### config.mk
export PLATFORM = sky130hd
export DESIGN_NAME = wake_level_detect
export DESIGN_NICKNAME = d
export VERILOG_FILES = /design/src/rtl/wk_pkg.sv /design/src/rtl/wk_port_sync.sv /design/src/rtl/wk_level_wake.sv /design/src/rtl/wk_flag_bank.sv /design/src/rtl/wake_level_detect.sv
export SDC_FILE = /design/constraint.sdc
export NUM_CORES = 1
export LEC_CHECK = 0
export ABC_CLOCK_PERIOD_IN_PS = 1250
export BUFFER_PORTS_ARGS = -buffer_cell sky130_fd_sc_hd__buf_2
export CORE_MARGIN = 5
export CORE_UTILIZATION = 48
export CTS_BUF_LIST = sky130_fd_sc_hd__clkbuf_4 sky130_fd_sc_hd__clkbuf_8
export DETAILED_ROUTE_END_ITERATION = 16
export GPL_TIMING_DRIVEN = 0
export PLACE_DENSITY = 0.8
export SETUP_SLACK_MARGIN = 0.3
export SLEW_MARGIN = 0
export SYNTH_ARGS = -nofsm -noshare
export SYNTH_HDL_FRONTEND = slang
export SYNTH_SLANG_ARGS = --single-unit
### constraint.sdc
create_clock -name clk -period 1.25 [get_ports clk]
set_input_delay 0.1875 -clock clk [delete_from_list [all_inputs] [get_ports clk]]
set_output_delay 0.1875 -clock clk [all_outputs]
set_load 0.005 [all_outputs]
### src/rtl/wk_pkg.sv
// Package: shared parameters and helpers for the wake-up detector.
// Assumes: polarity bit 1 means rising edge / high level, 0 falling / low.
package wk_pkg;

    // Polarity encoding of a port's irq_rise bit.
    typedef enum logic {
        POL_FALL = 1'b0,
        POL_RISE = 1'b1
    } wk_pol_e;

    // True when a pin sits at the level its polarity calls active.
    function automatic logic at_active_level(input logic pin, input logic rise);
        return (rise == POL_RISE) ? pin : ~pin;
    endfunction

    // True when the synchronized pin shows the edge its polarity selects.
    function automatic logic edge_match(input logic now_v, input logic old_v,
                                        input logic rise);
        return (rise == POL_RISE) ? (now_v & ~old_v) : (~now_v & old_v);
    endfunction

endpackage

### src/rtl/wk_port_sync.sv
// Module: wk_port_sync
// One port's synchronizer chain plus edge-history register.
// Assumes: STAGES >= 2; run_en is low while the clock is deemed stopped,
// reload pulses for one edge when the clock restarts and loads the whole
// chain and the history from the raw pin so no stale edge survives.
module wk_port_sync #(
    parameter int STAGES = 2
) (
    input  logic clk,
    input  logic rst_n,
    input  logic run_en,
    input  logic reload,
    input  logic pin,
    input  logic rise,
    output logic edge_hit
);
    import wk_pkg::*;

    localparam int LAST = STAGES - 1;

    logic [LAST:0] chain_q;
    logic          hist_q;

    // Shift the pin through the chain, or reload everything on wake.
    always_ff @(posedge clk) begin
        if (!rst_n) begin
            chain_q <= '0;
            hist_q  <= 1'b0;
        end else if (reload) begin
            chain_q <= {STAGES{pin}};
            hist_q  <= pin;
        end else if (run_en) begin
            chain_q <= {chain_q[LAST-1:0], pin};
            hist_q  <= chain_q[LAST];
        end
    end

    // Report the selected edge between the chain output and its history.
    always_comb begin
        edge_hit = run_en & edge_match(chain_q[LAST], hist_q, rise);
    end

endmodule

### src/rtl/wk_level_wake.sv
// Module: wk_level_wake
// Combinational level decision: which enabled ports are at their active
// level, and the wake request gated by the stopped state.
// Assumes: no clock is available while stopped, so no register is used.
module wk_level_wake #(
    parameter int NUM_PORTS = 8
) (
    input  logic                 stopped,
    input  logic [NUM_PORTS-1:0] pin,
    input  logic [NUM_PORTS-1:0] en,
    input  logic [NUM_PORTS-1:0] rise,
    output logic [NUM_PORTS-1:0] active_en,
    output logic                 wake
);
    import wk_pkg::*;

    // Per-port active-level match, masked by enable.
    always_comb begin
        for (int i = 0; i < NUM_PORTS; i++) begin
            active_en[i] = en[i] & at_active_level(pin[i], rise[i]);
        end
    end

    // Wake only exists in a stopped state.
    always_comb begin
        wake = stopped & (|active_en);
    end

endmodule

### src/rtl/wk_flag_bank.sv
// Module: wk_flag_bank
// Sticky per-port interrupt flags with clear; a set wins over a clear.
// Assumes: hold is high while the clock is deemed stopped, freezing flags.
module wk_flag_bank #(
    parameter int NUM_PORTS = 8
) (
    input  logic                 clk,
    input  logic                 rst_n,
    input  logic                 hold,
    input  logic [NUM_PORTS-1:0] set_vec,
    input  logic [NUM_PORTS-1:0] clr_vec,
    output logic [NUM_PORTS-1:0] flags
);
    // Update flags from set and clear requests unless frozen.
    always_ff @(posedge clk) begin
        if (!rst_n) begin
            flags <= '0;
        end else if (!hold) begin
            flags <= (flags & ~clr_vec) | set_vec;
        end
    end

endmodule

### src/rtl/wake_level_detect.sv
// Module: wake_level_detect (top)
// Port wake-up detector: synchronized edge flags while running, raw-level
// wake request while in sleep or halt2, flag capture and history reload on
// the first edge after the stop ends.
// Assumes: sleep_st/halt2_st are held high for the whole stopped period;
// clock edges seen while they are high model a stopped clock.
module wake_level_detect #(
    parameter int NUM_PORTS   = 8,
    parameter int SYNC_STAGES = 2
) (
    input  logic                 clk,
    input  logic                 rst_n,
    input  logic [NUM_PORTS-1:0] port_pin,
    input  logic [NUM_PORTS-1:0] irq_en,
    input  logic [NUM_PORTS-1:0] irq_rise,
    input  logic                 sleep_st,
    input  logic                 halt2_st,
    input  logic [NUM_PORTS-1:0] irq_clr,
    output logic                 wake_req,
    output logic [NUM_PORTS-1:0] irq_flag
);
    logic                 stopped;
    logic                 was_stopped_q;
    logic                 wake_edge;
    logic                 run_en;
    logic [NUM_PORTS-1:0] active_en;
    logic [NUM_PORTS-1:0] edge_hits;
    logic [NUM_PORTS-1:0] set_vec;

    // Either stop state means no clock reaches the port logic.
    always_comb begin
        stopped   = sleep_st | halt2_st;
        wake_edge = was_stopped_q & ~stopped;
        run_en    = ~stopped & ~wake_edge;
    end

    // Remember whether the previous edge was in a stop state.
    always_ff @(posedge clk) begin
        if (!rst_n) begin
            was_stopped_q <= 1'b0;
        end else begin
            was_stopped_q <= stopped;
        end
    end

    // One synchronizer and edge detector per port.
    generate
        for (genvar p = 0; p < NUM_PORTS; p++) begin : g_port
            wk_port_sync #(.STAGES(SYNC_STAGES)) u_sync (
                .clk     (clk),
                .rst_n   (rst_n),
                .run_en  (run_en),
                .reload  (wake_edge),
                .pin     (port_pin[p]),
                .rise    (irq_rise[p]),
                .edge_hit(edge_hits[p])
            );
        end
    endgenerate

    wk_level_wake #(.NUM_PORTS(NUM_PORTS)) u_level (
        .stopped  (stopped),
        .pin      (port_pin),
        .en       (irq_en),
        .rise     (irq_rise),
        .active_en(active_en),
        .wake     (wake_req)
    );

    // Wake edge captures level causes; otherwise enabled edges set flags.
    always_comb begin
        set_vec = wake_edge ? active_en : (edge_hits & irq_en);
    end

    wk_flag_bank #(.NUM_PORTS(NUM_PORTS)) u_flags (
        .clk    (clk),
        .rst_n  (rst_n),
        .hold   (stopped),
        .set_vec(set_vec),
        .clr_vec(irq_clr),
        .flags  (irq_flag)
    );

endmodule

==> out/metrics.cfg <==
[clock_tree]
numCtsBuffers=5
cts_buffer_depth=2
cts_tree=done
htreeDepth=2
clk_pin_slew_worst_paths_ps=110
root_buffer=clkbuf_4
cts_hold_buffers=0
clk_latency_ps=340
clock-sinks=33

[worst_setup_path]
rr_worst_depth=5
cp_slowest_cell=dfxtp_2
critPathMaxFanout=5
end_kind=register
crit_path_start_kind=register
path_cells=buf_8 > buf_4 > clkbuf_16 > mux2i_1 > a21oi_1
required_ps=1460
critPathMaxStageDelay_ps=340
crit_type=register to register
crit_arrival_ps=1380

[detailed_routing]
avgRoutedWirePerCell_um=16.8
drc=0
drt_iter0_markers=157
dr_total_vias=1721
vias_per_cell=5.72
final_antenna_net_count=0
wirelength_um=5060
firstDrtPassIters=4

[synthesis]
syn_area_um2=1660
synth_top_cell_by_area=dfxtp_1
syn_nets=226
netlist.area_leader.share_pct=39.8
synthTopCellsByArea=dfxtp_1 (40%), mux2i_1 (9.7%), a21oi_1 (7.2%), o21ai_0 (6.6%), and3b_1 (4.2%)
netlist_instances=190
yosysSeqAreaShare_pct=39.8
yosys_warnings=0
yosys_register_bits=33
synth.avg_cell_area_um2=8.73
synth_cell_types=25

[grt]
grt_max_degree=11
grt.overflow.total=0
grt_pass1_wl_um=7380
antenna_found_initial=0
grt_pass1_vias=1594
grt_util_all_layers_pct=21.2

[die]
chipHeight_um=68.8
core_um2=3340
die-area_um2=4730
io_pins=45
rows=21
start_util_pct=49.7
die_w_um=68.8

[cells_and_area]
final.fill_count=253
diodes=0
final-seq-area_um2=671
area_growth_pct=49.8
drive_gt1_share_pct=40.4
design_area_um2=2480
nNetsFinal=290
multi_input_area_um2=1090

[sta]
fmax_ghz=0.860
hold_viol=0
fin_skew_ps=14.0
setup_viol=0
slew_viol_final=0
rsz0062_at_grt=true
min_period_over_period_pct=93.0
fin_crit_ps=1160
tightestPinTransition_ps=544
slew_headroom_pct=63.7
fin_ws_ps=87.2
hold-worst-slack_ps=103

[pwr]
ir_drop_uv=574
power_density_nw_per_um2=972
total_leakage_power_uw=0.00103

[hold_path]
hold_path_depth=3
hold_class=input pin to register

[placed_design]
placedInstanceArea_um2=1940
gp_congestion=0.777
io_buffers=44
hpwlAfterDp_um=3190
dp_slack_ps=-54.9

[run_status]
status=complete, no violations

[job]
drv_cap=0

==> metal layers <==
| metal | GRT usage (%) | share of wire (%) | vias up | wire length [um] |
|---|---|---|---|---|
| li1 | - | - | 821 | - |
| met1 | 24.4 | 40 | 809 | 2010 |
| met2 | 37.5 | 50 | 76 | 2550 |
| met3 | 5.67 | 7.4 | 15 | 375 |
| met4 | 7.30 | 2.3 | 0 | 118 |
| met5 | 0 | 0 | - | 0 |
==> power by group <==
part / internal, uW / switching [uW]
clock network: 326 / 374
registers: 1110 / 38.0
logic: 304 / 265
==> path summary, 6_finish.rpt <==
path	from	endpoint	slack, ps
worst max register to register	was_stopped_q$_SDFF_PN0_	g_port[5].u_sync.chain_q[1]$_SDFFE_PN0P_	90
worst min-delay path	port_pin[6]	g_port[6].u_sync.chain_q[0]$_SDFFE_PN0P_	100
worst max-delay path	was_stopped_q$_SDFF_PN0_	g_port[5].u_sync.chain_q[1]$_SDFFE_PN0P_	90
worst min register to register	g_port[4].u_sync.chain_q[0]$_SDFFE_PN0P_	g_port[4].u_sync.chain_q[0]$_SDFFE_PN0P_	460
==> final cells by class <==
cell class	instances	share of cell area, %
repair buffers	57	19.2
flip-flops and latches	33	27.0
plain buffers	10	3.32
multi-input cells	138	44.0
inverters	9	1.36
clock inverters	1	0.201
clock buffers	7	2.62
well taps	46	2.32
==> sequential cells by signal (all words and copies together) (netlist names) <==
signal                 flops
g_port.u_sync.hist_q       8
g_port.u_sync.chain_q     16
u_flags.flags              8
was_stopped_q              1
==> timing repair <==
| action | in CTS | in global routing |
|---|---|---|
| setup endpoints to repair | 28 | 34 |
| pin swaps | 18 | 16 |
| resized for setup | 41 | 39 |
| setup buffers | 8 | 4 |
| cloned | 0 | 1 |
==> cell usage after synthesis <==
cell type   n
dfxtp_1    33
a21oi_1    24
o21ai_0    22
mux2i_1    16
nand2_1    16
a31oi_1     8
and3b_1     8
inv_1       8
nand3_1     8
nor3b_1     8
o211ai_1    8
xnor2_1     8
a22oi_1     4
clkbuf_1    4
buf_2       2
buf_4       2
buf_6       2
o21ai_2     2
a41oi_1     1
clkinv_1    1
nor2_1      1
nor2_2      1
nor3_2      1
nor3b_4     1
or2_1       1
==> kinds of logic (layout without fill, tap and decap cells) <==
kind of cell,count (synthesis),count (layout),share of synthesized area [%]
AOI/OAI and AO/OA,69,69,23.9
and+or+nand+nor,45,45,16.6
DFF,33,33,39.8
buffers and inverters,19,84,5.81
muxes,16,16,9.65
xor gates and xnor gates,8,8,4.22
==> cells in the final DEF (no fill, tap or decap), types with 3 or more instances in the layout <==
cell	Yosys	routed
a21oi_1	24	24
a22oi_2	0	4
a31oi_1	8	7
and3b_1	8	8
buf_2	2	26
buf_4	2	11
buf_6	2	19
buf_8	0	3
clkbuf_1	4	3
clkbuf_4	0	6
dfxtp_1	33	25
dfxtp_2	0	8
inv_1	8	8
mux2i_1	16	14
nand2_1	16	16
nand3_1	8	6
nor3b_1	8	8
o211ai_1	8	8
o21ai_0	22	22
xnor2_4	0	6
==> worst max-delay path: cells and delay by family (launching register included) <==
family	cells	cell delay, ps
compound gates	1	90
buf+inv	3	410
flops	1	340
mux	1	210
==> per-stage QoR <==
| stage | power [uW] | setup TNS [ps] | instances | utilization [%] |
|---|---|---|---|---|
| detailed placement | 1540 | -516 | 280 | 58.3 |
| finish | 2420 | 0 | 301 | 74.5 |
| global placement | 1530 | -124 | 280 | 58.3 |
| global route | 2520 | 0 | 301 | 74.5 |
| CTS | 2320 | 0 | 296 | 67.9 |
| floorplan | 1380 | 0 | 190 | - |
Power figures use the tool's default switching activity.
